## config.mk

```make
export PLATFORM = sky130hd
export DESIGN_NAME = mcyc_sequencer
export DESIGN_NICKNAME = d
export VERILOG_FILES = /design/src/rtl/mseq_pkg.sv /design/src/rtl/mseq_tstate.sv /design/src/rtl/mseq_addr.sv /design/src/rtl/mseq_regs.sv /design/src/rtl/mcyc_sequencer.sv
export SDC_FILE = /design/constraint.sdc
export NUM_CORES = 1
export LEC_CHECK = 0
export BUFFER_PORTS_ARGS = -buffer_cell sky130_fd_sc_hd__buf_2
export CELL_PAD_IN_SITES_DETAIL_PLACEMENT = 1
export CELL_PAD_IN_SITES_GLOBAL_PLACEMENT = 1
export CORE_MARGIN = 2
export CORE_UTILIZATION = 30
export CTS_CLUSTER_DIAMETER = 200
export DETAILED_ROUTE_END_ITERATION = 12
export GPL_ROUTABILITY_DRIVEN = 0
export GPL_TIMING_DRIVEN = 0
export PLACE_DENSITY = 0.7
export SLEW_MARGIN = 0
export SYNTH_ARGS = -nofsm -noshare
export SYNTH_HDL_FRONTEND = slang
export SYNTH_SLANG_ARGS = --single-unit
```

## constraint.sdc

```tcl
create_clock -name clk -period 3.3 [get_ports clk]
set_clock_uncertainty 0.1 [all_clocks]
set_input_delay 0.66 -clock clk [delete_from_list [all_inputs] [get_ports clk]]
set_output_delay 0.66 -clock clk [all_outputs]
set_load 0.005 [all_outputs]
```

## src/rtl/mseq_pkg.sv

```systemverilog
package mseq_pkg;
   typedef enum logic [2:0] {
      CY_IDLE = 3'd0,
      CY_OPC  = 3'd1,
      CY_OPR  = 3'd2,
      CY_MRD  = 3'd3,
      CY_MWR  = 3'd4,
      CY_IORD = 3'd5,
      CY_IOWR = 3'd6
   } cyc_e;

   function automatic logic cyc_is_read(cyc_e c);
      return (c == CY_OPC) || (c == CY_OPR) || (c == CY_MRD) || (c == CY_IORD);
   endfunction

   function automatic logic cyc_is_write(cyc_e c);
      return (c == CY_MWR) || (c == CY_IOWR);
   endfunction

   function automatic logic cyc_is_io(cyc_e c);
      return (c == CY_IORD) || (c == CY_IOWR);
   endfunction
endpackage

```

## src/rtl/mseq_tstate.sv

```systemverilog
module mseq_tstate #(
   parameter int TW = 3
) (
   input  logic          clk,
   input  logic          rst,
   input  logic          start,
   input  logic [TW-1:0] len,
   output logic [TW-1:0] t,
   output logic          last
);
   assign last = (t != '0) && (t == len);

   always_ff @(posedge clk) begin
      if (rst)              t <= '0;
      else if (start)       t <= TW'(1);
      else if (last)        t <= '0;
      else if (t != '0)     t <= t + TW'(1);
   end
endmodule

```

## src/rtl/mseq_addr.sv

```systemverilog
module mseq_addr
   import mseq_pkg::*;
#(
   parameter int AW     = 16,
   parameter int PW     = 8,
   parameter bit MIRROR = 1'b1
) (
   input  cyc_e          cyc,
   input  logic [AW-1:0] pc,
   input  logic [AW-1:0] xaddr,
   output logic [AW-1:0] addr,
   output logic          io_m
);
   logic [AW-1:0] port_addr;

   generate
      if (MIRROR) begin : g_mirror
         if (AW != 2 * PW) begin : g_bad
            $error("mseq_addr: mirroring needs AW == 2*PW");
         end
         assign port_addr = {xaddr[PW-1:0], xaddr[PW-1:0]};
      end else begin : g_zext
         assign port_addr = {{(AW-PW){1'b0}}, xaddr[PW-1:0]};
      end
   endgenerate

   assign io_m = cyc_is_io(cyc);

   always_comb begin
      unique case (cyc)
         CY_IDLE, CY_OPC, CY_OPR: addr = pc;
         CY_IORD, CY_IOWR:        addr = port_addr;
         default:                 addr = xaddr;
      endcase
   end
endmodule

```

## src/rtl/mseq_regs.sv

```systemverilog
module mseq_regs #(
   parameter int AW   = 16,
   parameter int DW   = 8,
   parameter int NOPR = 2,
   parameter int SW   = 1
) (
   input  logic             clk,
   input  logic             rst,
   input  logic             pc_inc,
   input  logic             ld_ir,
   input  logic             ld_opr,
   input  logic [SW-1:0]    opr_sel,
   input  logic             ld_x,
   input  logic [DW-1:0]    din,
   output logic [AW-1:0]    pc,
   output logic [DW-1:0]    ir,
   output logic [NOPR*DW-1:0] opr_flat,
   output logic [DW-1:0]    xdat
);
   always_ff @(posedge clk) begin
      if (rst) begin
         pc   <= '0;
         ir   <= '0;
         xdat <= '0;
      end else begin
         if (pc_inc) pc   <= pc + AW'(1);
         if (ld_ir)  ir   <= din;
         if (ld_x)   xdat <= din;
      end
   end

   generate
      for (genvar g = 0; g < NOPR; g++) begin : g_opr
         always_ff @(posedge clk) begin
            if (rst)
               opr_flat[g*DW +: DW] <= '0;
            else if (ld_opr && (opr_sel == SW'(g)))
               opr_flat[g*DW +: DW] <= din;
         end
      end
   endgenerate
endmodule

```

## src/rtl/mcyc_sequencer.sv

```systemverilog
module mcyc_sequencer
   import mseq_pkg::*;
#(
   parameter int AW      = 16,
   parameter int DW      = 8,
   parameter int PW      = 8,
   parameter int NOPR    = 2,
   parameter int OPC_T   = 4,
   parameter int OPC_XT  = 6,
   parameter int SHORT_T = 3,
   parameter bit MIRROR  = 1'b1,
   localparam int OCW    = $clog2(NOPR + 1),
   localparam int SW     = (NOPR > 1) ? $clog2(NOPR) : 1,
   localparam int TW     = $clog2(OPC_XT + 1)
) (
   input  logic              clk,
   input  logic              rst,
   input  logic              req_valid,
   input  logic [OCW-1:0]    req_ops,
   input  logic              req_ext,
   input  logic [2:0]        req_kind,
   input  logic [AW-1:0]     req_addr,
   input  logic [DW-1:0]     req_wdata,
   input  logic [DW-1:0]     din,
   output logic [AW-1:0]     addr,
   output logic              io_m,
   output logic              rd_stb,
   output logic              wr_stb,
   output logic [DW-1:0]     dout,
   output logic [TW-1:0]     tstate,
   output logic [2:0]        cyc_o,
   output logic              done,
   output logic [AW-1:0]     pc,
   output logic [DW-1:0]     ir,
   output logic [NOPR*DW-1:0] opr_bytes,
   output logic [DW-1:0]     xdat
);
   generate
      if (SHORT_T < 3 || OPC_T < 3 || OPC_XT < OPC_T) begin : g_bad_t
         $error("mcyc_sequencer: T-state counts must reach T3 and OPC_XT >= OPC_T");
      end
      if (NOPR < 1) begin : g_bad_n
         $error("mcyc_sequencer: NOPR must be at least 1");
      end
   endgenerate

   cyc_e          cyc_q, xcyc_q, nxt;
   logic [OCW-1:0] ops_q;
   logic [SW-1:0]  oidx_q;
   logic           ext_q, done_q;
   logic [AW-1:0]  xaddr_q;
   logic [DW-1:0]  wdata_q;
   logic [TW-1:0]  t, len;
   logic           last, accept, start, sample;

   assign accept = (cyc_q == CY_IDLE) && req_valid;
   assign len    = (cyc_q == CY_OPC) ? (ext_q ? TW'(OPC_XT) : TW'(OPC_T)) : TW'(SHORT_T);
   assign start  = accept || (last && (nxt != CY_IDLE));
   assign sample = (t == TW'(3)) && cyc_is_read(cyc_q);

   always_comb begin
      unique case (cyc_q)
         CY_OPC:  nxt = (ops_q != '0)      ? CY_OPR : xcyc_q;
         CY_OPR:  nxt = (ops_q > OCW'(1))  ? CY_OPR : xcyc_q;
         default: nxt = CY_IDLE;
      endcase
   end

   always_ff @(posedge clk) begin
      if (rst) begin
         cyc_q   <= CY_IDLE;
         xcyc_q  <= CY_IDLE;
         ops_q   <= '0;
         oidx_q  <= '0;
         ext_q   <= 1'b0;
         done_q  <= 1'b0;
         xaddr_q <= '0;
         wdata_q <= '0;
      end else begin
         done_q <= 1'b0;
         if (accept) begin
            cyc_q   <= CY_OPC;
            ops_q   <= (req_ops > OCW'(NOPR)) ? OCW'(NOPR) : req_ops;
            oidx_q  <= '0;
            ext_q   <= req_ext;
            xaddr_q <= req_addr;
            wdata_q <= req_wdata;
            unique case (req_kind)
               3'd1:    xcyc_q <= CY_MRD;
               3'd2:    xcyc_q <= CY_MWR;
               3'd3:    xcyc_q <= CY_IORD;
               3'd4:    xcyc_q <= CY_IOWR;
               default: xcyc_q <= CY_IDLE;
            endcase
         end else if (last) begin
            cyc_q <= nxt;
            if (nxt == CY_IDLE) done_q <= 1'b1;
            if (cyc_q == CY_OPR) begin
               ops_q  <= ops_q - OCW'(1);
               oidx_q <= oidx_q + SW'(1);
            end
         end
      end
   end

   mseq_tstate #(.TW(TW)) u_tstate (
      .clk(clk), .rst(rst), .start(start), .len(len), .t(t), .last(last)
   );

   mseq_addr #(.AW(AW), .PW(PW), .MIRROR(MIRROR)) u_addr (
      .cyc(cyc_q), .pc(pc), .xaddr(xaddr_q), .addr(addr), .io_m(io_m)
   );

   mseq_regs #(.AW(AW), .DW(DW), .NOPR(NOPR), .SW(SW)) u_regs (
      .clk(clk), .rst(rst),
      .pc_inc(last && ((cyc_q == CY_OPC) || (cyc_q == CY_OPR))),
      .ld_ir(sample && (cyc_q == CY_OPC)),
      .ld_opr(sample && (cyc_q == CY_OPR)),
      .opr_sel(oidx_q),
      .ld_x(sample && ((cyc_q == CY_MRD) || (cyc_q == CY_IORD))),
      .din(din),
      .pc(pc), .ir(ir), .opr_flat(opr_bytes), .xdat(xdat)
   );

   assign rd_stb = ((t == TW'(2)) || (t == TW'(3))) && cyc_is_read(cyc_q);
   assign wr_stb = ((t == TW'(2)) || (t == TW'(3))) && cyc_is_write(cyc_q);
   assign dout   = wdata_q;
   assign tstate = t;
   assign cyc_o  = cyc_q;
   assign done   = done_q;
endmodule

```

Word-level counts from Yosys, hierarchy flattened
Cells that the tools add are included.
W data, S select, Z words.
{ "totals": {"regBits": 86, "out_inout_bits": 82, "elab_cells": 89} }
{ "classes": {"add_sub_neg": 4, "n_lt_le_gt_ge": 2, "eq_ne": 13, "mux": 17, "n_bitwise": 2, "n_reduce_logical": 35} }
{ "ops": {"columns": ["cell", "count"], "rows": [
  ["$pmux W16 S2", 1],
  ["$eq A3 B2 Y1 const B", 6],
  ["$add A16 B1 Y16 const B", 1],
  ["$eq A3 B3 Y1 const B", 4],
  ["$logic_and A1 B1 Y1", 12],
  ["$pmux W3 S4", 1],
  ["$mux W2", 5],
  ["$mux W3", 3],
  ["$reduce_bool A3 Y1", 3],
  ["$reduce_or A3 Y1", 3],
  ["$logic_or A1 B1 Y1", 8],
  ["$eq A3 B1 Y1 const B", 2],
  ["$logic_not A3 Y1", 2],
  ["$mux W1", 6],
  ["$pmux W3 S2", 1],
  ["$reduce_bool A2 Y1", 3],
  ["$reduce_and A2 Y1", 2],
  ["$reduce_or A2 Y1", 2],
  ["$add A3 B1 Y3 const B", 1],
  ["$eq A3 B3 Y1", 1],
  ["$gt A2 B1 Y1 const B", 1],
  ["$gt A2 B2 Y1 const B", 1],
  ["$not A1 Y1", 2],
  ["$sub A2 B1 Y2 const B", 1],
  ["$add A1 B1 Y1 const B", 1]
]} }

Depth between registers and ports, before layout
Gate-level depths: netlist of run 1.
{ "logic_depth": {"depth_word": 7, "ltp_mapped": 8, "mapped_depth_nobuf": 7} }

Cells and area by module
A second synthesis of run 1 with hierarchy kept.
{ "unflattened": {"hier_cells": 483, "area_unflattened_um2": 4186.5} }
{ "modules_own_cells": {"columns": ["module", "n_inst", "cells_per_inst", "area_each_um2", "seq_area_each_um2"], "rows": [
  ["mseq_regs", 1, 198, 1878.1, 960.9],
  ["mcyc_sequencer", 1, 193, 1589.0, 700.7],
  ["mseq_addr", 1, 68, 510.5, 0.0],
  ["mseq_tstate", 1, 24, 209.0, 60.1]
]} }

Worst setup path after synthesis of run 1
Ideal clock, no wire load.
{ "synth_timing": {"kind": "register -> output", "startpoint": "register cyc_q[1], in the netlist cyc_o[1]", "endpoint": "output port addr[1]", "arrival_ns": 1.749, "required_time_ns": 2.540, "slack_ns": 0.791, "path_stages_with_launch": 5, "n_path_buf": 2, "path_cell_list": "dfxtp_1 clkbuf_1 a21oi_1 clkbuf_1 mux2_2"} }
{ "synth_via": {"elab_chain_cells": 3, "word_cells_on_any_way": 8} }
{ "synth_lines": {"columns": ["item", "line_no", "source"], "rows": [
  ["start: declaration", "mcyc_sequencer.sv:47", "cyc_e cyc_q, xcyc_q, nxt;"],
  ["start signal: assignment", "mcyc_sequencer.sv:96", "cyc_q <= nxt;"],
  ["$eq A3 B1 Y1, or another cell as far along", "mseq_addr.sv:30", "unique case (cyc)"],
  ["$reduce_or A3 Y1 or $reduce_or A2 Y1 (tied branches)", "mseq_addr.sv:30", null],
  ["$pmux W16 S2 *", "mseq_addr.sv:30", null],
  ["end: declaration", "mcyc_sequencer.sv:25", "output logic [AW-1:0] addr,"]
]} }
Mark *: on every way between the ends. The rest lies on a longest branch, timed or not.

Worst setup path in the final report of run 1
Ends and elaborated chain as after synthesis.

==> flow_summary.toml, run 1 <==
[drt]
wl_mm = 12.42
ant_nets = 0
viasPerCell = 4.903
drtIter0Drc = 156
drc = 0
vias = 3751
drtPass1Iterations = 4
wl_per_cell_um = 16.23

[power]
power_mw = 2.305
leakagePower_nw = 2.189
peakVddDrop_uv = 245.3
powerDensity_mw_per_mm2 = 464.5

[place]
place_area_sq_mm = 0.004667
io_buffer_count = 122
dp_hpwl_mm = 9.445

[synthesis]
synth_fp_nets = 503
ys_warn_count = 0
synth-seq-cells = 86
postSynthAreaPerCell_sq_um = 8.424
synthTopCellsByArea = "dfxtp_1 (45%), nand2_1 (9.2%), mux2i_1 (7.6%)"
synth_edf_count = 0
synthesis.area_sq_mm = 0.003841
synth_top_flop_cell = "dfxtp_1"
yosys.area.top_type = "dfxtp_1"
synth.distinct_cells = 48
async_flop_share = 0
seq_area_frac_synth = 0.4482
synth_top_area_share = 0.4482
syn-instance-count = 456

[timing]
post-route-min-period_ns = 3.135
rsz0062_at_grt = "yes"
worst_pin_slew_ns = 0.9836
fin_crit_sh = 0.9500
timing.fmax_mhz = 319.0
whs_ns = 0.3518
slew_headroom = 0.3419
maxSlewViolCount = 0
setup_viol = 0
hold_viol = 0

[global_routing]
grt_pass1_vias = 3740
grt_max_degree = 13
grt-ovfl-total = 0
grt_usage = 0.1847
antenna_found_initial = 0
grt_pass1_wl_mm = 19.44

[finish]
post-route-cell-area_sq_mm = 0.004962
final_cell_mix = "buf_2 (123), nand2_1 (94), dfxtp_1 (86)"
drive_gt1_frac = 0.2597
final_common_cell = "buf_2"
nFillCells = 1579
final_nets = 636
area_delta_synth_final_pct = 29.19
antennaDiodeCount = 0

[setup_path]
worstPathArrival_ns = 2.37
start_kind = "flip-flop"
r2r_cells = 8
worst-path-max-fanout = 10
crit_required_ns = 2.54
r2r_start = "u_tstate.t[1]"
crit_type = "reg -> out"
r2r_slack_ns = 0.51
r2r-end = "u_regs.pc[15]"
timing.critical_path.to_type = "output pin"

[clock_tree]
h-tree-depth = 3
clk_path_buf_depth = 2
cts.sinks = 86
cts_tree = "done"
cts_resized = 2
cts_buffers = 9
ctsHoldBuffers = 0
root_buffer = "clkbuf_16"
clock_latency_ns = 0.33
path_clk_slew_ns = 0.06
cts_setup_buffers = 0

[die]
dieArea_sq_mm = 0.01373
core_area_sq_mm = 0.01257
die_h_um = 117.2
rows = 41
start_util = 0.3056
ios = 123
die-width_um = 117.2

[worst_hold_path]
min-delay-start = "u_regs.ir[0]"
whs_path_depth = 2
min_to = "u_regs.ir[0]"
worstHoldPathType = "reg -> reg"

[flow_run]
drv_cap = 0

[status]
status = "completed"
flip-flops by register name (all words and copies together) (netlist names):
signal / cells
ext_q: 1
done: 1
dout: 8
u_regs.opr_flat: 16
oidx_q: 1
u_tstate.t: 3
u_regs.ir: 8
u_regs.pc: 16
cyc_o: 3
xaddr_q: 16
u_regs.xdat: 8
xcyc_q: 3
ops_q: 2
through the flow:
step | setup slack (ns) | setup TNS [ns] | utilization | std cells
after floorplan | 0.7913 | 0 | - | 456
after global placement | 0.1347 | 0 | 0.3713 | 750
after detailed placement | 0.1042 | 0 | 0.3713 | 750
after CTS | 0.1400 | 0 | 0.3948 | 765
after global routing | -0.003637 | -0.003637 | 0.3948 | 765
final | 0.1651 | 0 | 0.3948 | 765
cell type report:
cell class / count / area (sq um) / area share
Inverter: 11 / 41.29 / 0.008321
Timing Repair Buffer: 122 / 610.6 / 0.1230
Clock buffer: 14 / 254.0 / 0.05119
Multi-Input combinational cell: 333 / 1968 / 0.3966
Clock inverter: 1 / 30.03 / 0.006051
Sequential cell: 86 / 1722 / 0.3469
Buffer: 26 / 121.4 / 0.02446
Tap cell: 172 / 215.2 / 0.04337
report_power, final:
part           internal, mW  switching, mW
clock network         0.605          0.395
logic                0.0822          0.133
registers              1.07         0.0220
worst max-delay path: stages, from the launching register on:
cell and delay [ns]:
dfxtp_1 0.40, clkbuf_1 0.30, a21oi_4 0.38, clkbuf_1 0.42, mux2_2 0.40, buf_2 0.13
synth_stat cells (3+ instances only):
| master | n |
|---|---|
| a211oi_1 | 6 |
| a21o_1 | 3 |
| a21oi_1 | 49 |
| a22oi_1 | 8 |
| and3_1 | 3 |
| buf_1 | 3 |
| buf_6 | 3 |
| clkbuf_1 | 19 |
| dfxtp_1 | 86 |
| ha_1 | 6 |
| inv_1 | 11 |
| mux2_2 | 11 |
| mux2i_1 | 29 |
| nand2_1 | 94 |
| nand2b_1 | 4 |
| nand3_1 | 10 |
| nand3b_1 | 3 |
| nand4_1 | 3 |
| nor2_1 | 50 |
| nor2b_1 | 4 |
| nor3_1 | 6 |
| nor4_1 | 4 |
| o21ai_0 | 3 |
| or3_1 | 3 |
| xnor2_1 | 6 |
| xor2_1 | 3 |
metal layers:
metal  wire [um]  track usage  vias to the layer above
met5           0            0                        -
li1            -            -                     1839
met2        6227       0.3146                       82
met1        5506       0.2338                     1813
met3         454      0.03347                       17
met4         230      0.06745                        0
cells by family after synthesis:
group,Yosys count,share of synthesized area
AOI/OAI and AO/OA,84,0.1352
xor gates and xnor gates,9,0.02052
DFF,86,0.4482
muxes,40,0.1078
buffers and inverters,37,0.04234
and+or+nand+nor,194,0.2264
adders and majority gates,6,0.01954
worst max path at each step:
stage | slack, ns | startpoint | endpoint
floorplan | 0.79 | cyc_o[1] | addr[1]
global placement | 0.13 | cyc_o[1] | addr[2]
detailed placement | 0.10 | cyc_o[1] | addr[2]
CTS | 0.14 | cyc_o[1] | addr[2]
global route | -0.004 | cyc_o[1] | addr[15]
finish | 0.17 | cyc_o[1] | addr[1]
(Power assumes the default switching activity.)
==> run 2, diff against run 1 <==
--- a/config.mk
+++ b/config.mk
@@ -5,6 +5,7 @@
 export SDC_FILE = /design/constraint.sdc
 export NUM_CORES = 1
 export LEC_CHECK = 0
+export ABC_AREA = 1
 export BUFFER_PORTS_ARGS = -buffer_cell sky130_fd_sc_hd__buf_2
 export CELL_PAD_IN_SITES_DETAIL_PLACEMENT = 1
 export CELL_PAD_IN_SITES_GLOBAL_PLACEMENT = 1
@@ -13,8 +14,7 @@
 export CTS_CLUSTER_DIAMETER = 200
 export DETAILED_ROUTE_END_ITERATION = 12
 export GPL_ROUTABILITY_DRIVEN = 0
-export GPL_TIMING_DRIVEN = 0
-export PLACE_DENSITY = 0.7
+export PLACE_DENSITY = 0.72
 export SLEW_MARGIN = 0
 export SYNTH_ARGS = -nofsm -noshare
 export SYNTH_HDL_FRONTEND = slang
==> constraint.sdc (replaced) <==
create_clock -name clk -period 3.3 [get_ports clk]
set_clock_uncertainty 0.1 [all_clocks]
set_input_delay 0.165 -clock clk [delete_from_list [all_inputs] [get_ports clk]]
set_output_delay 0.165 -clock clk [all_outputs]
set_load 0.005 [all_outputs]
==> run 2 against run 1 <==
Combinational power increased by 28%. Critical path type is now reg -> reg. Clock power is 4% higher. First-iteration DRC count grew 17%. Via count increased by 14%. Core utilization grew 1.5 points. Register-to-register slack better by 0.35 ns. Largest cell class unchanged. Design area grew 4.6%. Flip-flop and latch count did not move. Maximum frequency rose by 28%. Count of clock-buffer cells in the layout down 5.
==> flow_summary.toml, run 2 <==
[power]
peakVddDrop_uv = 214.8
swShare = 0.2906
intPower_mw = 1.720
leakagePower_nw = 2.331
power.share.clock = 0.430
powerDensity_mw_per_mm2 = 467.4
switchingPower_mw = 0.7049
sequentialPowerShare = 0.457
share_comb_of_total_power = 0.113

[status]
status = "completed"

[timing]
slew_headroom = 0.3162
maxSlewViolCount = 0
fin_crit_sh = 0.7400
post-route-min-period_ns = 2.442
rsz0062_at_grt = "no"
worst_pin_slew_ns = 1.022
timing.fmax_mhz = 409.5
hold_viol = 0
setup_viol = 0
finalSetupTns_ns = 0

[synthesis]
synth.most_common_cell = "nor2_1"
yosys.area.top_type = "dfxtp_1"
synth_top_area_share = 0.4388
syn-instance-count = 559
async_flop_share = 0
synth_top_flop_cell = "dfxtp_1"
synth_fp_nets = 606
postSynthAreaPerCell_sq_um = 7.019
yosys-top-cells-count = "nor2_1 (100), dfxtp_1 (86), nand2_1 (77)"
synth-seq-cells = 86
synth.distinct_cells = 27
synthTopCellsByArea = "dfxtp_1 (44%), nor2_1 (9.6%), o21ai_0 (8.7%)"
synth_edf_count = 0
ys_warn_count = 0
seq_area_frac_synth = 0.4388
synthesis.area_sq_mm = 0.003924

[place]
dp_hpwl_mm = 9.910
place_area_sq_mm = 0.004669
io_buffer_count = 122

[worst_hold_path]
worstHoldPathType = "in -> reg"
whs_path_depth = 3

[finish]
area_delta_synth_final_pct = 32.24
final_common_cell = "buf_2"
final_cell_mix = "buf_2 (122), nor2_1 (100), dfxtp_1 (86)"
final_nets = 741
drive_gt1_frac = 0.2189
antennaDiodeCount = 0
top_regs = "u_regs.opr_flat: 16 flops, u_regs.pc: 16 flops, xaddr_q: 16 flops"
post-route-cell-area_sq_mm = 0.005189

[global_routing]
antenna_found_initial = 0
grt_pass1_wl_mm = 22.83
grt_max_degree = 49
grt_pass1_vias = 4452
grt-ovfl-total = 0
grt_usage = 0.2041

[die]
rows = 41
dieArea_sq_mm = 0.01401
core_area_sq_mm = 0.01267
die_h_um = 118.4
die-width_um = 118.4
start_util = 0.3097
ios = 123

[drt]
ant_nets = 0
viasPerCell = 4.900
drc = 0
vias = 4268
wl_per_cell_um = 16.03
wl_mm = 13.96
drtPass1Iterations = 4
drtIter0Drc = 182

[setup_path]
r2r_cells = 5
worstPathArrival_ns = 2.57
crit_required_ns = 3.42
path_delay_family = "simple AND/OR/NAND/NOR gates"
worst-path-max-fanout = 18
path_buf_inv = 0
cp_cell_sequence = "nor2_1, nor2_1, nand2_2, o21ai_0, a21oi_1"
cp.depth = 5
slowest_delay_ns = 0.81
timing.critical_path.to_type = "flip-flop"
crit_slowest_cell = "nor2_1"
start_kind = "flip-flop"
crit_type = "reg -> reg"
cp_common_cell = "nor2_1"

[flow_run]
drv_cap = 0

[clock_tree]
path_clk_slew_ns = 0.08
cts.sinks = 86
cts_resized = 0
clk_path_buf_depth = 2
clock_latency_ns = 0.35
h-tree-depth = 3
cts_tree = "done"
cts_buffers = 9
root_buffer = "clkbuf_16"
==> run 2: cell count changes after synthesis, sizes merged, moves of 16 or more <==
cell / delta
inv: +49
o21ai: +67
nand3: +35
nand2: -16
nor2: +53
mux2i: -29
==> run 2: area by class of cell <==
cell class,count,area (sq um)
fill,1687,7482
inverter,61,229.0
multi-input combinational,389,1871
sequential,86,1722
timing repair buffer,147,853.3
tap,172,215.2
clock inverter,7,73.82
clock buffer,9,225.2
==> run 2: kinds of logic (layout without fill, tap and decap cells) <==
group / Yosys count / in the layout / share of synthesized area
AO/OA/AOI/OAI: 128 / 128 / 0.1719
XOR/XNOR: 8 / 8 / 0.01786
adder cells (fa/ha/maj): 6 / 6 / 0.01913
buffers and inverters: 84 / 224 / 0.08450
flip-flops: 86 / 86 / 0.4388
multiplexers: 1 / 1 / 0.002870
AND/OR/NAND/NOR: 246 / 246 / 0.2650
==> run 2: per-stage QoR <==
step / power (mW) / hold slack [ns] / cells / setup slack [ns] / util
2_1_floorplan: 1.286 / 0.1999 / 559 / 1.682 / -
3_3_place_gp: 1.377 / 0.3189 / 833 / 0.9617 / 0.3685
3_5_place_dp: 1.388 / 0.3255 / 833 / 0.8689 / 0.3685
4_1_cts: 2.453 / 0.001660 / 871 / 0.8457 / 0.4095
5_1_grt: 2.545 / 0.02579 / 871 / 0.5929 / 0.4095
6_report: 2.425 / 0.003969 / 871 / 0.8579 / 0.4095
==> run 2: metal layers <==
layer / up-vias / track usage / share of wire / wire length [um]
li1: 2105 / - / - / -
met1: 2017 / 0.2545 / 0.43 / 5946
met2: 128 / 0.3349 / 0.48 / 6675
met3: 18 / 0.06274 / 0.079 / 1107
met4: 0 / 0.06627 / 0.017 / 235
met5: - / 0 / 0 / 0
==> run 2: tightest hold or removal path: stages <==
cell and delay [ns]:
buf_2 0.12, nor2_1 0.05, nor2_1 0.08
==> run 2: power groups by stage <==
stage	combinational [mW]	clock, mW	sequential, mW
floorplan	0.159	0	1.13
global placement	0.248	0	1.13
detailed placement	0.256	0	1.13
CTS	0.278	1.07	1.11
global route	0.315	1.12	1.11
finish	0.275	1.04	1.11
==> run 2: worst paths after layout <==
kind	start	slack, ns	end
max reg2reg	cyc_o[0]	0.86	u_regs.pc[0]
min	din[1]	0.004	u_regs.ir[1]
max	cyc_o[0]	0.86	u_regs.pc[0]
min reg2reg	u_regs.opr_flat[13]	0.35	u_regs.opr_flat[13]
==> run 2: timing repair <==
action / 4_1_cts / 5_1_grt
hold buffers: 22 / 0
hold endpoints to repair: 22 / 0
setup buffers: 0 / 0
==> run 3, diff against run 2 <==
--- a/config.mk
+++ b/config.mk
@@ -14,7 +14,7 @@
 export CTS_CLUSTER_DIAMETER = 200
 export DETAILED_ROUTE_END_ITERATION = 12
 export GPL_ROUTABILITY_DRIVEN = 0
-export PLACE_DENSITY = 0.72
+export PLACE_DENSITY = 0.75
 export SLEW_MARGIN = 0
 export SYNTH_ARGS = -nofsm -noshare
 export SYNTH_HDL_FRONTEND = slang
==> constraint.sdc (replaced) <==
create_clock -name clk -period 2 [get_ports clk]
set_clock_uncertainty 0.1 [all_clocks]
set_input_delay 0.1 -clock clk [delete_from_list [all_inputs] [get_ports clk]]
set_output_delay 0.1 -clock clk [all_outputs]
set_load 0.005 [all_outputs]
==> run 3 against run 2 <==
Sequential power rose by 65%. Combinational power up 84%. Clock power increased by 72%. First-iteration DRC count fell by 2.2%. Count of clock-buffer cells in the layout up 1. Design area up 5.4%. Non-clock buffer count grew 26. Critical path depth up 3.
==> flow_summary.toml, run 3 (synthesized netlist as in run 2, its figures left out) <==
[finish]
final_cells = 897
antennaDiodeCount = 0
area_delta_synth_final_pct = 39.35
final_cell_mix = "buf_2 (122), nor2_1 (99), dfxtp_1 (82)"
drive_gt1_frac = 0.2331
final_nets = 767
top_regs = "u_regs.opr_flat: 16 flops, u_regs.pc: 16 flops, xaddr_q: 16 flops"
final_common_cell = "buf_2"
final_core_util = 0.4315

[setup_path]
timing.critical_path.to_type = "flip-flop"
start_kind = "flip-flop"
worst-path-max-fanout = 18
crit_required_ns = 2.14
crit_type = "reg -> reg"
worstPathArrival_ns = 2.06

[drt]
ant_nets = 0
viasPerCell = 4.904
drc = 0
drtIter0Drc = 178
wl_mm = 14.17
vias = 4399
drtPass1Iterations = 4
wl_per_cell_um = 15.79

[global_routing]
antenna_found_initial = 0
grt_usage = 0.2035
grt_pass1_vias = 4562
grt_max_degree = 39
grt_pass1_wl_mm = 22.92
grt-ovfl-total = 0

[timing]
setup_viol = 0
hold_viol = 0
slew_headroom = 0.6803
finalSetupTns_ns = 0
worst_pin_slew_ns = 0.4758
timing.fmax_mhz = 519.1
fin_crit_sh = 0.9631
maxSlewViolCount = 0
post-route-min-period_ns = 1.926
rsz0062_at_grt = "yes"

[die]
die_h_um = 118.4
ios = 123
start_util = 0.3097
rows = 41
dieArea_sq_mm = 0.01401
die-width_um = 118.4
core_area_sq_mm = 0.01267

[power]
powerDensity_mw_per_mm2 = 754.7
peakVddDrop_uv = 424.6
leakagePower_nw = 2.471
power_mw = 4.127

[flow_run]
drv_cap = 0

[clock_tree]
cts_setup_buffers = 0
clk_path_buf_depth = 2
cts_tree = "done"
h-tree-depth = 3
cts_buffers = 9
root_buffer = "clkbuf_16"
clock_latency_ns = 0.35
path_clk_slew_ns = 0.07
cts.sinks = 86

[place]
dp.cells = 844
io_buffer_count = 122
dp_hpwl_mm = 10.13

[status]
status = "completed"

[worst_hold_path]
worstHoldPathType = "in -> reg"
==> run 3: changes by cell type in the layout (fill, tap and decap cells not counted), moves of 2 or more <==
| cell | previous run | this run |
|---|---|---|
| buf_4 | 3 | 11 |
| buf_6 | 0 | 2 |
| dfxtp_1 | 86 | 82 |
| dfxtp_2 | 0 | 4 |
| dlygate4sd3_1 | 22 | 37 |
| inv_8 | 2 | 0 |
==> run 3: final timing paths <==
path	start	endpoint	slack, ns	depth (start not counted)
max reg2reg	u_tstate.t[1]	u_regs.pc[0]	0.07	8
min reg2reg	u_regs.opr_flat[5]	u_regs.opr_flat[5]	0.35	2
min	req_ops[0]	ops_q[0]	0.05	7
max	u_tstate.t[1]	u_regs.pc[0]	0.07	8
==> run 3: through the flow <==
stage	cell area, sq um	worst slack (ns)	hold slack [ns]
2_1_floorplan	3924	0.3815	0.1349
3_3_place_gp	4765	0.2084	0.2500
3_5_place_dp	4765	0.08320	0.2566
4_1_cts	5450	0.02529	0.04509
5_1_grt	5468	-0.02868	0.08076
6_report	5468	0.07376	0.04858
==> run 3: report_power, final <==
part           internal (mW)  leakage (nW)  switching, mW
Sequential              1.78         0.702         0.0486
Combinational          0.205          1.61          0.302
Clock                   1.02         0.154          0.766
Total                   3.01          2.47           1.12
==> run 3: layout make-up <==
cell class	count	area, sq um
multi-input cells	389	1878
clock buffers	10	239.0
repair buffers	173	1106
fillers	1628	7203
clock inverters	6	73.82
flip-flops and latches	86	1727
well taps	172	215.2
inverters	61	229.0
==> run 3: what timing repair did <==
item,CTS,global route
resized for setup,2,6
endpoints found under the setup margin,4,13
hold buffers,37,0
endpoints found under the hold margin,46,0
==> run 3: per-layer routing <==
layer / routed length [um] / share of wire / up-vias / GRT usage
li1: - / - / 2157 / -
met2: 6978 / 0.49 / 119 / 0.3540
met3: 958 / 0.068 / 13 / 0.06853
met1: 6043 / 0.43 / 2110 / 0.2387
met4: 184 / 0.013 / 0 / 0.05271
met5: 0 / 0 / - / 0
==> run 3: critical path, cell delays in order (launching register included) <==
cell and delay, ns:
dfxtp_1 0.38, inv_1 0.13, ha_1 0.19, nand2_1 0.13
nand3_1 0.16, nor2_4 0.23, nand2_4 0.18, o21ai_0 0.22
a21oi_1 0.08
